<file path="src/rtl/vrp_pkg.sv">
package vrp_pkg;
  typedef struct packed {
    logic load;
    logic advance;
    logic record;
  } dpStrobe_t;
endpackage

</file>
<file path="src/rtl/vrp_datapath.sv">
module vrp_datapath #(
  parameter int ADDR_W     = 32,
  parameter int STRIDE_W   = 16,
  parameter int LEN_W      = 8,
  parameter int LINE_BYTES = 32,
  parameter int ELEM_BYTES = 4,
  localparam int OFF_W     = $clog2(LINE_BYTES),
  localparam int LINE_W    = ADDR_W - OFF_W,
  localparam int ELEM_SH   = $clog2(ELEM_BYTES)
) (
  input  logic                  clk,
  input  logic                  rstN,
  input  vrp_pkg::dpStrobe_t    strobe,
  input  logic [ADDR_W-1:0]     cmdBase,
  input  logic [STRIDE_W-1:0]   cmdStride,
  input  logic                  cmdUnit,
  input  logic [LEN_W-1:0]      cmdLen,
  output logic [LINE_W-1:0]     candLine,
  output logic                  unitMode,
  output logic                  lastUnit,
  output logic                  lastElem,
  output logic                  dupLine
);
  logic [ADDR_W-1:0]   curAddr;
  logic [ADDR_W-1:0]   endAddr;
  logic [STRIDE_W-1:0] strideR;
  logic [LEN_W-1:0]    remain;
  logic [LINE_W-1:0]   endLine;
  logic [LINE_W-1:0]   prevLine;
  logic                hasPrev;
  logic [ADDR_W-1:0]   stepAmt;

  always_comb begin
    endAddr  = cmdBase + (ADDR_W'(cmdLen - LEN_W'(1)) << ELEM_SH);
    candLine = curAddr[ADDR_W-1:OFF_W];
    unitMode = 1'b0;
    unitMode = unitMode | unitR;
    lastUnit = (candLine == endLine);
    lastElem = (remain == LEN_W'(1));
    dupLine  = hasPrev && (candLine == prevLine);
    stepAmt  = unitR ? ADDR_W'(LINE_BYTES) : ADDR_W'(strideR);
  end

  logic unitR;

  always_ff @(posedge clk) begin
    if (!rstN) begin
      curAddr  <= '0;
      strideR  <= '0;
      remain   <= '0;
      endLine  <= '0;
      prevLine <= '0;
      hasPrev  <= 1'b0;
      unitR    <= 1'b0;
    end else if (strobe.load) begin
      curAddr  <= cmdBase;
      strideR  <= cmdStride;
      remain   <= cmdLen;
      endLine  <= endAddr[ADDR_W-1:OFF_W];
      unitR    <= cmdUnit;
      hasPrev  <= 1'b0;
    end else begin
      if (strobe.advance) begin
        curAddr <= curAddr + stepAmt;
        remain  <= remain - LEN_W'(1);
      end
      if (strobe.record) begin
        prevLine <= candLine;
        hasPrev  <= 1'b1;
      end
    end
  end
endmodule

</file>
<file path="src/rtl/vrp_control.sv">
module vrp_control #(
  parameter int MISS_W = 4,
  parameter int LEAD_W = 4
) (
  input  logic               clk,
  input  logic               rstN,
  input  logic               cmdValid,
  input  logic               cmdLenZero,
  output logic               cmdReady,
  output logic               reqValid,
  input  logic               reqReady,
  input  logic [MISS_W-1:0]  missInUse,
  input  logic [MISS_W-1:0]  missLimit,
  input  logic               accessDone,
  input  logic [LEAD_W-1:0]  maxLead,
  input  logic [LEAD_W-1:0]  holdDepth,
  output logic               holdAccess,
  output logic [LEAD_W-1:0]  leadCount,
  output vrp_pkg::dpStrobe_t strobe,
  input  logic               unitMode,
  input  logic               lastUnit,
  input  logic               lastElem,
  input  logic               dupLine
);
  typedef enum logic {ST_IDLE, ST_WALK} walkState_t;
  walkState_t state;

  logic accept, missStall, skip, fire, finish, leadDec;

  always_comb begin
    cmdReady       = (state == ST_IDLE) && (leadCount < maxLead);
    accept         = cmdValid && cmdReady;
    missStall      = (missInUse >= missLimit);
    skip           = (state == ST_WALK) && !unitMode && dupLine;
    reqValid       = (state == ST_WALK) && !skip && !missStall;
    fire           = reqValid && reqReady;
    finish         = (fire || skip) && (unitMode ? lastUnit : lastElem);
    strobe.load    = accept && !cmdLenZero;
    strobe.advance = fire || skip;
    strobe.record  = fire;
    leadDec        = accessDone && (leadCount != '0);
    holdAccess     = cmdValid && (leadCount < holdDepth);
  end

  always_ff @(posedge clk) begin
    if (!rstN) begin
      state     <= ST_IDLE;
      leadCount <= '0;
    end else begin
      if (strobe.load)  state <= ST_WALK;
      else if (finish)  state <= ST_IDLE;
      if (accept && !leadDec)      leadCount <= leadCount + LEAD_W'(1);
      else if (!accept && leadDec) leadCount <= leadCount - LEAD_W'(1);
    end
  end
endmodule

</file>
<file path="src/rtl/vec_refill_prefetcher.sv">
module vec_refill_prefetcher #(
  parameter int ADDR_W     = 32,
  parameter int STRIDE_W   = 16,
  parameter int LEN_W      = 8,
  parameter int LINE_BYTES = 32,
  parameter int ELEM_BYTES = 4,
  parameter int MISS_W     = 4,
  parameter int LEAD_W     = 4,
  localparam int LINE_W    = ADDR_W - $clog2(LINE_BYTES)
) (
  input  logic                clk,
  input  logic                rstN,
  input  logic                cmdValid,
  output logic                cmdReady,
  input  logic [ADDR_W-1:0]   cmdBase,
  input  logic [STRIDE_W-1:0] cmdStride,
  input  logic                cmdUnit,
  input  logic [LEN_W-1:0]    cmdLen,
  output logic                reqValid,
  input  logic                reqReady,
  output logic [LINE_W-1:0]   reqLine,
  input  logic [MISS_W-1:0]   missInUse,
  input  logic [MISS_W-1:0]   missLimit,
  input  logic                accessDone,
  input  logic [LEAD_W-1:0]   maxLead,
  input  logic [LEAD_W-1:0]   holdDepth,
  output logic                holdAccess
);
  vrp_pkg::dpStrobe_t strobe;
  logic unitMode, lastUnit, lastElem, dupLine;
  logic [LEAD_W-1:0] leadCount;

  vrp_control #(.MISS_W(MISS_W), .LEAD_W(LEAD_W)) u_ctrl (
    .clk(clk), .rstN(rstN), .cmdValid(cmdValid), .cmdLenZero(cmdLen == '0),
    .cmdReady(cmdReady), .reqValid(reqValid), .reqReady(reqReady),
    .missInUse(missInUse), .missLimit(missLimit), .accessDone(accessDone),
    .maxLead(maxLead), .holdDepth(holdDepth), .holdAccess(holdAccess),
    .leadCount(leadCount), .strobe(strobe), .unitMode(unitMode),
    .lastUnit(lastUnit), .lastElem(lastElem), .dupLine(dupLine)
  );

  vrp_datapath #(
    .ADDR_W(ADDR_W), .STRIDE_W(STRIDE_W), .LEN_W(LEN_W),
    .LINE_BYTES(LINE_BYTES), .ELEM_BYTES(ELEM_BYTES)
  ) u_dp (
    .clk(clk), .rstN(rstN), .strobe(strobe), .cmdBase(cmdBase),
    .cmdStride(cmdStride), .cmdUnit(cmdUnit), .cmdLen(cmdLen),
    .candLine(reqLine), .unitMode(unitMode), .lastUnit(lastUnit),
    .lastElem(lastElem), .dupLine(dupLine)
  );
endmodule

</file>
<file path="config.mk">
export PLATFORM = sky130hd
export DESIGN_NAME = vec_refill_prefetcher
export DESIGN_NICKNAME = d
export VERILOG_FILES = /design/src/rtl/vrp_pkg.sv /design/src/rtl/vrp_datapath.sv /design/src/rtl/vrp_control.sv /design/src/rtl/vec_refill_prefetcher.sv
export SDC_FILE = /design/constraint.sdc
export NUM_CORES = 1
export LEC_CHECK = 0
export BUFFER_PORTS_ARGS = -buffer_cell sky130_fd_sc_hd__buf_2
export CELL_PAD_IN_SITES_DETAIL_PLACEMENT = 1
export CELL_PAD_IN_SITES_GLOBAL_PLACEMENT = 2
export CORE_MARGIN = 1
export CORE_UTILIZATION = 35
export DETAILED_ROUTE_END_ITERATION = 10
export GPL_TIMING_DRIVEN = 1
export PLACE_DENSITY_LB_ADDON = 0.1
export SLEW_MARGIN = 20
export SYNTH_ARGS = -nofsm -noshare
export SYNTH_HDL_FRONTEND = slang
export SYNTH_HIERARCHICAL = 1
export SYNTH_SLANG_ARGS = --single-unit
export TNS_END_PERCENT = 20
</file>
<file path="constraint.sdc">
create_clock -name clk -period 5.5 [get_ports clk]
set_input_delay 0.275 -clock clk [delete_from_list [all_inputs] [get_ports clk]]
set_output_delay 0.275 -clock clk [all_outputs]
set_load 0.02 [all_outputs]
</file>
==> impl_metrics.py <==
metrics = {
    "status": {
        "status": "completed",
    },
    "synth": {
        "synth_common_cells": "nand2_1, dfxtp_1, a21oi_1",
        "yosys_register_bits": 117,
        "syn_area_um2": 8648,
        "synth-edff-count": 0,
        "yosysSeqAreaShare_pct": 27.08,
        "yosysUniqueCellTypes": 77,
        "syn_area_per_cell_um2": 7.805,
        "syn-num-nets": 1248,
        "synth_most_common_cell": "nand2_1",
        "netlist.area_leader.share_pct": 27.08,
        "yosysTopAreaCell": "dfxtp_1",
        "syn_inst": 1108,
        "synth_ff_type": "dfxtp_1",
        "yosysWarnings": 6,
        "synth_async_sr_flop_share_pct": 0,
        "ys_top_cells_by_area": "dfxtp_1, ha_1, xnor2_1",
    },
    "clocking": {
        "clockRootBuffer": "clkbuf_16",
        "cts.clk_slew.worst_paths_ns": 0.06,
        "numCtsBuffers": 17,
        "cts_tree": "done",
        "cts.sinks": 117,
        "ctsLongestPathBuffers": 2,
        "cts_resized": 0,
        "clock_latency_ns": 0.42,
        "cts_hold_buf": 0,
        "cts_setup_buffers": 0,
        "cts_max_level": 4,
    },
    "worst_setup_path": {
        "critPathTopFamily": "simple AND/OR/NAND/NOR gates",
        "r2r_slack_ns": 1.54,
        "startpoint_type": "flop",
        "startpoint": "u_dp/curAddr[17]",
        "cp_slowest_cell": "a21o_2",
        "r2r_start": "u_dp/curAddr[17]",
        "worstPathMaxFanout": 29,
        "cp.buffers_inverters": 1,
        "cpPeakStageDelay_ns": 0.62,
        "rr_endpoint": "u_dp/curAddr[10]",
        "worst_ep_arrival_time_ns": 4.25,
        "cpMostUsedCell": "or4_1",
        "crit_chain": "xnor2_1 -> nand4_1 -> or4_1 -> nor4_1 -> nor2b_1 -> a21o_2 -> inv_1 -> or4_1 -> o211ai_1 -> nor2_1",
        "required_ns": 5.79,
        "path_class": "flop to flop",
        "ff2ff_path_depth": 10,
        "end_kind": "flop",
    },
    "placed_design": {
        "place_inst": 1463,
        "post-place-ws_ns": 1.562,
        "gp_congestion": 0.8829,
        "portBuffers": 107,
        "hpwl_mm": 22.26,
        "placed_area_um2": 9244,
    },
    "power": {
        "combPwrFrac_pct": 42.1,
        "ir_drop_mv": 0.2575,
        "p_seq_share_pct": 32.4,
        "p_leak_nw": 4.037,
        "p_sw_mw": 1.697,
        "internal-power_mw": 2.361,
        "power_density_nw_per_um2": 414.8,
        "p_sw_share_pct": 41.82,
        "clkPwrFrac_pct": 25.5,
    },
    "floorplan": {
        "die_w_um": 159.2,
        "pin_count": 108,
        "design.die.area_um2": 25340,
        "start_util_pct": 35.67,
        "die_height_um": 159.2,
        "core_area_um2": 24250,
        "rows": 57,
    },
    "detailed_routing": {
        "dr.pass1.iters": 5,
        "routedWlPerCell_um": 19.43,
        "drtAntennaViolNets": 0,
        "drc": 0,
        "vias_per_cell": 5.408,
        "drt_iter0_drc": 455,
        "dr_total_vias": 8074,
        "routed_wl_mm": 29.01,
    },
    "global_routing": {
        "antenna_found_initial": 0,
        "gr-total-overflow": 0,
        "grt_first_pass_wirelength_mm": 45.93,
        "grt_pass1_vias": 8114,
        "grt_max_degree": 69,
        "grt_util_all_layers_pct": 23.20,
    },
    "timing": {
        "worst_slack_ns": 1.541,
        "fin_skew_ns": 0.01404,
        "holdWs_ns": 0.08669,
        "tightestPinTransition_ns": 1.012,
        "max_slew_margin_pct": 32.37,
        "max_freq_ghz": 0.2526,
        "setup_viol": 0,
        "timing.final.crit_share_pct": 71.98,
        "drv_slew": 0,
        "rsz0062_at_grt": "no",
        "setup_tns_ns": 0,
        "fin_crit_ns": 3.959,
        "hold_viol": 0,
    },
    "cells_and_area": {
        "layout.nets": 1298,
        "diodes": 0,
        "drive_gt1_share_pct": 14.29,
        "layout.cells.non_filler": 1493,
        "finish.instance_area_um2": 9786,
        "syn2layout_area_growth_pct": 13.15,
    },
    "hold_path": {
        "hold-path-endpoint": "u_dp/curAddr[0]",
        "hold_depth": 3,
        "hold_path_class": "primary input to flop",
        "hold_start": "cmdBase[0]",
    },
    "job": {
        "drv_cap": 0,
    },
}
how the worst max path moves through the flow:
stage | slack (ns) | depth (start not counted) | to
3_3_place_gp | 1.65 | 10 | u_dp/curAddr[10]
5_1_grt | 1.27 | 10 | u_dp/curAddr[10]
4_1_cts | 1.54 | 10 | u_dp/curAddr[10]
6_report | 1.54 | 10 | u_dp/curAddr[10]
3_5_place_dp | 1.56 | 10 | u_dp/curAddr[10]
2_1_floorplan | 1.16 | 13 | u_dp/endLine[23]
power groups by stage:
| stage | Clock, mW | Combinational [mW] | Sequential, mW |
|---|---|---|---|
| 2_1_floorplan | 0 | 1.35 | 1.20 |
| 3_3_place_gp | 0 | 1.70 | 1.32 |
| 3_5_place_dp | 0 | 1.71 | 1.33 |
| 4_1_cts | 1.06 | 1.72 | 1.31 |
| 5_1_grt | 1.09 | 1.90 | 1.35 |
| 6_report | 1.04 | 1.71 | 1.31 |
logic make-up (layout without fill, tap and decap cells):
group | after synthesis | in the layout | share of synthesized area, %
buf+inv | 129 | 190 | 7.060
mux | 33 | 33 | 3.819
fa+ha+maj | 62 | 62 | 9.144
simple gates | 371 | 371 | 20.73
compound gates | 288 | 288 | 21.22
xor+xnor | 108 | 108 | 10.94
flops | 117 | 117 | 27.08
layer usage:
metal | share of wire [%] | wire length (um) | global-route usage [%]
met5 | 0 | 0 | 0
met4 | 1.5 | 442 | 6.031
met3 | 2.7 | 780 | 3.100
met2 | 44 | 12750 | 36.30
met1 | 52 | 15030 | 33.32
layout make-up:
class,instances,area [um^2]
Sequential cell,117,2342
Multi-Input combinational cell,862,5715
Clock inverter,9,81.33
Fill cell,2986,14460
Clock buffer,21,460.4
Timing Repair Buffer,119,625.6
Inverter,41,155.1
Tap cell,324,405.4
worst min-delay path: cells and delay by family:
family	cells	cell delay [ns]
compound gates	1	0.06
simple gates	1	0.07
buf+inv	1	0.08
cells in the final DEF, fill, tap and decap left out, drive strengths merged, types with 27 or more instances in the layout:
cell,synthesis,layout
ha,60,60
buf,47,119
nand2,128,128
dfxtp,117,117
o21ai,70,70
nand3,27,27
xor2,37,37
xnor2,71,71
mux2i,33,33
nor2,92,92
inv,40,39
a21oi,102,102
state kept, by name (all words and copies together) (netlist names):
signal and flops:
u_dp/prevLine 27, u_dp/remain 8, u_dp/strideR 16, u_dp/curAddr 32
u_dp/endLine 27, u_dp/unitMode 1, u_ctrl/leadCount 4, u_dp/hasPrev 1
u_ctrl/state 1
through the flow:
step / util (%) / total power, mW
floorplan: - / 2.548
global placement: 38.11 / 3.026
detailed placement: 38.12 / 3.042
CTS: 40.36 / 4.091
global route: 40.36 / 4.337
finish: 40.36 / 4.059
(Power assumes the default switching activity.)
